==> src/rtl/la_pkg.sv <==
`timescale 1ns/1ps
package la_pkg;

  typedef enum logic [1:0] {
    SZ_BYTE = 2'b00,
    SZ_HALF = 2'b01,
    SZ_WORD = 2'b10,
    SZ_RSVD = 2'b11
  } acc_size_e;

  // Alignment rule: halfwords on even offsets, words on offset zero only.
  function automatic logic bad_align(acc_size_e sz, logic off_nonzero, logic off_odd);
    case (sz)
      SZ_BYTE: bad_align = 1'b0;
      SZ_HALF: bad_align = off_odd;
      SZ_WORD: bad_align = off_nonzero;
      default: bad_align = 1'b1;
    endcase
  endfunction

endpackage

==> src/rtl/la_sel_gen.sv <==
`timescale 1ns/1ps
module la_sel_gen
  import la_pkg::*;
#(
  parameter int OFF_W = 2
) (
  input  logic [OFF_W-1:0]      byte_off,
  input  acc_size_e             size,
  input  logic                  big_endian,
  output logic [OFF_W-1:0]      byte_lane,
  output logic [OFF_W-2:0]      pair_idx,
  output logic [(1<<OFF_W)-1:0] be,
  output logic                  misal
);
  localparam int LANES = 1 << OFF_W;
  localparam int PW    = OFF_W - 1;

  // Endian mode only flips the select values; the data path is untouched.
  assign byte_lane = byte_off ^ {OFF_W{big_endian}};
  assign pair_idx  = byte_off[OFF_W-1:1] ^ {PW{big_endian}};
  assign misal     = bad_align(size, |byte_off, byte_off[0]);

  always_comb begin
    be = '0;
    if (!misal) begin
      case (size)
        SZ_BYTE: be = LANES'(1) << byte_lane;
        SZ_HALF: be = LANES'(3) << {pair_idx, 1'b0};
        SZ_WORD: be = '1;
        default: be = '0;
      endcase
    end
  end
endmodule

==> src/rtl/la_load_mux.sv <==
`timescale 1ns/1ps
module la_load_mux
  import la_pkg::*;
#(
  parameter int DATA_W = 32
) (
  input  logic [DATA_W-1:0]           cache_word,
  input  logic [$clog2(DATA_W/8)-1:0] byte_lane,
  input  logic [$clog2(DATA_W/8)-2:0] pair_idx,
  input  acc_size_e                   size,
  input  logic                        ld_signed,
  input  logic                        misal,
  output logic [DATA_W-1:0]           result
);
  localparam int LANES = DATA_W / 8;

  logic [7:0] lane [LANES];
  logic [7:0] b_pick, h_lo, h_hi, fill8;
  logic       sign_src;

  genvar g;
  generate
    for (g = 0; g < LANES; g++) begin : g_lane
      assign lane[g] = cache_word[8*g +: 8];
    end
  endgenerate

  assign b_pick   = lane[byte_lane];
  assign h_lo     = lane[{pair_idx, 1'b0}];
  assign h_hi     = lane[{pair_idx, 1'b1}];
  assign sign_src = (size == SZ_BYTE) ? b_pick[7] : h_hi[7];
  assign fill8    = {8{ld_signed & sign_src}};

  // Result byte 0: any lane. Byte 1: own lane or upper lane of a pair.
  // Higher bytes: own lane for a word, otherwise fill.
  generate
    for (g = 0; g < LANES; g++) begin : g_res
      logic [7:0] rb;
      if (g == 0) begin : g_b0
        always_comb begin
          case (size)
            SZ_BYTE: rb = b_pick;
            SZ_HALF: rb = h_lo;
            default: rb = lane[0];
          endcase
        end
      end else if (g == 1) begin : g_b1
        always_comb begin
          case (size)
            SZ_HALF: rb = h_hi;
            SZ_WORD: rb = lane[1];
            default: rb = fill8;
          endcase
        end
      end else begin : g_bn
        assign rb = (size == SZ_WORD) ? lane[g] : fill8;
      end
      assign result[8*g +: 8] = misal ? 8'h00 : rb;
    end
  endgenerate
endmodule

==> src/rtl/la_store_steer.sv <==
`timescale 1ns/1ps
module la_store_steer
  import la_pkg::*;
#(
  parameter int DATA_W = 32
) (
  input  logic [DATA_W-1:0] store_src,
  input  acc_size_e         size,
  output logic [DATA_W-1:0] wdata
);
  localparam int LANES = DATA_W / 8;

  // Replicate so that the byte enables alone pick the written lanes.
  always_comb begin
    case (size)
      SZ_BYTE: wdata = {LANES{store_src[7:0]}};
      SZ_HALF: wdata = {(LANES/2){store_src[15:0]}};
      default: wdata = store_src;
    endcase
  end
endmodule

==> src/rtl/lane_aligner.sv <==
`timescale 1ns/1ps
module lane_aligner
  import la_pkg::*;
#(
  parameter int DATA_W  = 32,
  parameter bit OUT_REG = 1'b1
) (
  input  logic                        clk,
  input  logic                        rst_n,
  input  logic                        big_endian,
  input  logic [1:0]                  acc_size,
  input  logic                        ld_signed,
  input  logic [$clog2(DATA_W/8)-1:0] byte_off,
  input  logic [DATA_W-1:0]           cache_word,
  input  logic [DATA_W-1:0]           store_src,
  output logic [DATA_W-1:0]           load_value,
  output logic [DATA_W-1:0]           store_data,
  output logic [DATA_W/8-1:0]         store_be,
  output logic                        misalign
);
  localparam int LANES = DATA_W / 8;
  localparam int OFF_W = $clog2(LANES);

  acc_size_e          size_e;
  logic [OFF_W-1:0]   byte_lane;
  logic [OFF_W-2:0]   pair_idx;
  // Combinational stage outputs, named for the bound checker.
  logic [DATA_W-1:0]  load_value_c;
  logic [DATA_W-1:0]  store_data_c;
  logic [LANES-1:0]   store_be_c;
  logic               misalign_c;

  assign size_e = acc_size_e'(acc_size);

  la_sel_gen #(.OFF_W(OFF_W)) u_sel (
    .byte_off  (byte_off),
    .size      (size_e),
    .big_endian(big_endian),
    .byte_lane (byte_lane),
    .pair_idx  (pair_idx),
    .be        (store_be_c),
    .misal     (misalign_c)
  );

  la_load_mux #(.DATA_W(DATA_W)) u_ld (
    .cache_word(cache_word),
    .byte_lane (byte_lane),
    .pair_idx  (pair_idx),
    .size      (size_e),
    .ld_signed (ld_signed),
    .misal     (misalign_c),
    .result    (load_value_c)
  );

  la_store_steer #(.DATA_W(DATA_W)) u_st (
    .store_src(store_src),
    .size     (size_e),
    .wdata    (store_data_c)
  );

  generate
    if (OUT_REG) begin : g_oreg
      always_ff @(posedge clk or negedge rst_n) begin
        if (!rst_n) begin
          load_value <= '0;
          store_data <= '0;
          store_be   <= '0;
          misalign   <= 1'b0;
        end else begin
          load_value <= load_value_c;
          store_data <= store_data_c;
          store_be   <= store_be_c;
          misalign   <= misalign_c;
        end
      end
    end else begin : g_comb
      assign load_value = load_value_c;
      assign store_data = store_data_c;
      assign store_be   = store_be_c;
      assign misalign   = misalign_c;
    end
  endgenerate
endmodule

==> config.mk <==
export PLATFORM = sky130hd
export DESIGN_NAME = lane_aligner
export DESIGN_NICKNAME = d
export VERILOG_FILES = /design/src/rtl/la_pkg.sv /design/src/rtl/la_sel_gen.sv /design/src/rtl/la_load_mux.sv /design/src/rtl/la_store_steer.sv /design/src/rtl/lane_aligner.sv
export SDC_FILE = /design/constraint.sdc
export NUM_CORES = 1
export LEC_CHECK = 0
export ABC_AREA = 1
export BUFFER_PORTS_ARGS = -buffer_cell sky130_fd_sc_hd__buf_2
export CAP_MARGIN = 20
export CORE_ASPECT_RATIO = 2
export CORE_MARGIN = 2
export CORE_UTILIZATION = 52
export DETAILED_ROUTE_END_ITERATION = 16
export GPL_TIMING_DRIVEN = 0
export PLACE_DENSITY_LB_ADDON = 0.12
export SLEW_MARGIN = 20
export SYNTH_ARGS = -nofsm -noshare
export SYNTH_HDL_FRONTEND = slang
export SYNTH_HIERARCHICAL = 1
export SYNTH_SLANG_ARGS = --single-unit
==> constraint.sdc <==
create_clock -name clk -period 0.8 [get_ports clk]
set_input_delay 0.04 -clock clk [delete_from_list [all_inputs] [get_ports clk]]
set_output_delay 0.04 -clock clk [all_outputs]
set_load 0.1 [all_outputs]
==> flow_metrics.env, run 1 <==
export IMPL_status="stopped before the end"
export IMPL_haltStage="global routing"
export IMPL_toolErrorMsg="[ERROR DPL-0038] Utilization greater than 100%, impossible to legalize"
export IMPL_dpl_hpwl_um=7280
export IMPL_port_buffers=140
export IMPL_endpoint_type="register input"
export IMPL_cts_sinks=69
export IMPL_synth_top_area_cell="dfrtp_1"
export IMPL_synth_top_area_share=0.511
export IMPL_ioPinCount=141
export IMPL_syn_area_sq_mm=0.00338
export IMPL_die_width_um=61.0
export IMPL_pre_cts_ws_ns=-0.770
export IMPL_async_flop_share=1.00
export IMPL_syn_area_per_cell_sq_um=8.65
export IMPL_yosysSeqAreaShare=0.511
export IMPL_htreeDepth=3
export IMPL_yosys_top_cells_area="dfrtp_1, nand2_1, o21ai_0"
export IMPL_clock_root_buffer="clkbuf_16"
export IMPL_dpl_cell_area_sq_mm=0.00448
export IMPL_ys_flop_type="dfrtp_1"
export IMPL_rows=41
export IMPL_synth_edf_count=0
export IMPL_ys_types=24
export IMPL_cts_made_buffers=9
export IMPL_synth_seq_cells=69
export IMPL_syn_num_nets=467
export IMPL_crit_endpoint="load_value[20]$_DFF_PN0_/D"
export IMPL_start_util=0.536
export IMPL_clockBufferDepth=2
export IMPL_die_y_um=118
export IMPL_netlist_instances=391
export IMPL_grt_max_degree=60
export IMPL_synth_warnings=6
export IMPL_place_congestion=0.947
## cell usage after synthesis (5+ instances only)
cell type / number
dfrtp_1: 69
buf_2: 6
clkbuf_1: 8
a22oi_1: 7
o211ai_1: 8
a21oi_2: 21
nand2_1: 100
nand3_1: 18
o21ai_0: 53
buf_6: 5
inv_1: 23
a21oi_1: 19
nor2_1: 21
buf_4: 10
## cell families after synthesis
| group | Yosys count | synth area share |
|---|---|---|
| AO/OA/AOI/OAI | 112 | 0.201 |
| adder cells (fa/ha/maj) | 4 | 0.0148 |
| buffers and inverters | 58 | 0.0896 |
| flip-flops | 69 | 0.511 |
| AND/OR/NAND/NOR | 148 | 0.184 |
## per-stage QoR
step / setup TNS, ns / utilization / instances
CTS: -13.02 / 0.949 / 681
detailed placement: -24.88 / 0.711 / 618
global placement: -68.39 / 0.706 / 617
floorplan: -5.45 / - / 391
## repair_timing
action	CTS
cloned	2
hold buffers	33
endpoints found under the setup margin	101
setup buffers	14
gates resized for setup	237
pin swaps	33
endpoints found under the hold margin	101
==> run 2: changes to the inputs <==
- CORE_ASPECT_RATIO: 2 -> unset
- CORE_UTILIZATION: 52 -> 40
- PLACE_DENSITY_LB_ADDON: 0.12 -> 0.15
==> run 2 against run 1 <==
Synthesized area is the same. Synthesized cell count did not move. The flow now finishes, with violations (negative setup slack).
==> flow_metrics.env, run 2 <==
export IMPL_track_usage=0.243
export IMPL_vdd_drop_max_mv=1.04
export IMPL_cts_sinks=69
export IMPL_hp_start="acc_size[0]"
export IMPL_synth_edf_count=0
export IMPL_place_congestion=0.857
export IMPL_fin_nets=672
export IMPL_synth_seq_cells=69
export IMPL_yosysSeqAreaShare=0.511
export IMPL_slowest_delay_ns=0.14
export IMPL_syn_num_nets=467
export IMPL_synth_xor_area_frac=0
export IMPL_syn_area_per_cell_sq_um=8.65
export IMPL_netlist_instances=391
export IMPL_die_width_um=95.9
export IMPL_timing_fmax_ghz=0.971
export IMPL_synth_top_family_by_area="compound AO/OA/AOI/OAI gates"
export IMPL_area_delta_synth_final_pct=84.9
export IMPL_drv_cap=0
export IMPL_failed_checks="negative setup slack"
export IMPL_cp_required_ns=1.05
export IMPL_first_pass_iters=4
export IMPL_core_sq_mm=0.00822
export IMPL_antenna_found_initial=2
export IMPL_start_kind="primary input"
export IMPL_multiInputGateArea_sq_mm=0.00161
export IMPL_hold_path_class="primary input to register"
export IMPL_clockBufferDepth=2
export IMPL_pre_cts_ws_ns=-0.779
export IMPL_path_cells="buf_12 > inv_16 > nand2_4 > nand2_4 > inv_6 > nand2_1 > nand3_2 > nand2_2 > nand2_2 > nand2_2 > nand2_4 > buf_12 > buf_16 > a21oi_4"
export IMPL_status="complete, but fails checks"
export IMPL_leakagePower_nw=2.87
export IMPL_rows=33
export IMPL_dr_total_vias=3580
export IMPL_critical_path_buf_inv_count=5
export IMPL_ys_flop_type="dfrtp_1"
export IMPL_drtIter0Drc=162
export IMPL_grt_pass1_wl_um=17300
export IMPL_grt_max_degree=50
export IMPL_die_area_sq_mm=0.00920
export IMPL_ioPinCount=141
export IMPL_mostFrequentLayoutCell="nand2_1"
export IMPL_synthMuxAreaShare=0
export IMPL_synth_most_common_cell="nand2_1"
export IMPL_cp_end_kind="register"
export IMPL_hold_violations=0
export IMPL_holdPathEnd="store_data[13]$_DFF_PN0_"
export IMPL_slew_viol_final=0
export IMPL_worst_pin_slew_ns=0.368
export IMPL_grt_overflow=0
export IMPL_finalPower_mw=11.9
export IMPL_powerDensity_mw_per_mm2=1910
export IMPL_synthSimpleGateAreaFrac=0.184
export IMPL_top_regs="load_value: 32 flops, store_data: 32 flops, store_be: 4 flops"
export IMPL_ys_top_cells_by_count="nand2_1, dfrtp_1, o21ai_0"
export IMPL_async_flop_share=1.00
export IMPL_syn_area_sq_mm=0.00338
export IMPL_clock_root_buffer="clkbuf_8"
export IMPL_relSlewSlack=0.752
export IMPL_path_class="primary input to register"
export IMPL_grt_pass1_vias=3637
export IMPL_dpl_hpwl_um=7140
export IMPL_setup_viol_count_final=100
export IMPL_yosys_top_cells_area="dfrtp_1, nand2_1, o21ai_0"
export IMPL_path_max_fanout=5
export IMPL_totalWireLength_um=11500
export IMPL_critPathTopFamily="simple AND/OR/NAND/NOR gates"
export IMPL_cp_data_arrival_time_ns=1.28
export IMPL_final_min_clock_period_ns=1.03
export IMPL_regArea_sq_mm=0.00181
export IMPL_port_buffers=140
export IMPL_fillers=534
export IMPL_final_cell_mix="nand2_1, dfrtp_2, buf_2, buf_6, a21oi_2"
export IMPL_wire_per_inst_um=16.3
export IMPL_layout_drive_gt1_share=0.595
export IMPL_clkSlewWorstSetupHoldPaths_ns=0.07
export IMPL_cts_made_buffers=9
export IMPL_via_per_inst=5.06
export IMPL_synth_warnings=6
export IMPL_crit_slowest_cell="buf_12"
export IMPL_htreeDepth=3
export IMPL_start_util=0.411
export IMPL_synth_fa_ha_area_frac=0.0148
export IMPL_postRouteAntennaNets=0
export IMPL_rsz0062_at_grt="true"
export IMPL_cts_tree="built"
export IMPL_synth_top_area_share=0.511
export IMPL_setup_ws_ns=-0.230
export IMPL_ys_types=24
export IMPL_synth_compound_area_frac=0.201
export IMPL_fin_crit_sh=1.29
export IMPL_synth_top_area_cell="dfrtp_1"
export IMPL_die_y_um=95.9
export IMPL_min_delay_path_depth=3
export IMPL_post_route_drc_count=0
-- run 2: cell counts after synthesis --
No cell type changed its count.
-- run 2: worst max-delay path by stage --
stage / start / end / slack (ns) / cells after the start
5_1_grt: big_endian / load_value[14]$_DFF_PN0_ / -0.29 / 13
3_3_place_gp: rst_n / load_value[3]$_DFF_PN0_ / -0.75 / 1
4_1_cts: load_value[20]$_DFF_PN0_ / load_value[20] / -0.18 / 1
3_5_place_dp: acc_size[0] / load_value[20]$_DFF_PN0_ / -0.78 / 7
6_report: big_endian / load_value[14]$_DFF_PN0_ / -0.23 / 14
2_1_floorplan: big_endian / load_value[16]$_DFF_PN0_ / -0.21 / 12
-- run 2: routing by layer --
layer / GRT usage / vias to the layer above / wire, um / share of wire
met5: 0 / - / 0 / 0
met4: 0.0714 / 0 / 146 / 0.013
met3: 0.0501 / 14 / 702 / 0.061
met2: 0.422 / 153 / 6080 / 0.53
met1: 0.306 / 1718 / 4560 / 0.40
li1: - / 1695 / - / -
-- run 2: metrics by stage --
step | utilization | instance area (sq um) | cells | hold slack [ns] | setup TNS [ns]
2_1_floorplan | - | 3650 | 391 | -0.256 | -5.45
3_3_place_gp | 0.545 | 4480 | 636 | 0.244 | -73.58
3_5_place_dp | 0.549 | 4510 | 637 | -0.0440 | -23.56
4_1_cts | 0.724 | 5950 | 705 | 0.00680 | -15.09
5_1_grt | 0.761 | 6250 | 707 | 0.0198 | -18.71
6_report | 0.761 | 6250 | 707 | 0.0152 | -15.23
-- run 2: cell type report --
cell class / count / area share
multi-input cells: 264 / 0.257
clock buffers: 9 / 0.0198
plain buffers: 31 / 0.0486
well taps: 105 / 0.0210
diodes: 2 / 0.000801
flip-flops and latches: 69 / 0.290
inverters: 27 / 0.0240
repair buffers: 194 / 0.325
clock inverters: 6 / 0.0142
-- run 2: report_power, final --
part / internal [mW] / total (mW) / switching [mW]
logic: 1.67 / 4.89 / 3.22
registers: 3.79 / 3.97 / 0.178
clock network: 1.74 / 3.09 / 1.35
-- run 2: logic make-up (layout without fill, tap and decap cells) --
| logic type | count (synthesis) | in the layout |
|---|---|---|
| and+or+nand+nor | 148 | 148 |
| DFF | 69 | 69 |
| adders and majority gates | 4 | 4 |
| AOI/OAI and AO/OA | 112 | 112 |
| other | 0 | 2 |
| buffers and inverters | 58 | 267 |
-- run 2: worst min-delay path: cells and delay by family --
family	cells	cell delay (ns)
compound gates	1	0.08
simple gates	1	0.07
buf+inv	1	0.11
-- run 2: repair_timing --
item | CTS | global route
setup buffers | 17 | 2
pin swaps | 25 | 22
cloned | 3 | 0
gates resized for setup | 230 | 70
endpoints found under the hold margin | 101 | 0
hold buffers | 34 | 0
endpoints found under the setup margin | 101 | 106
Power figures use the tool's default switching activity.
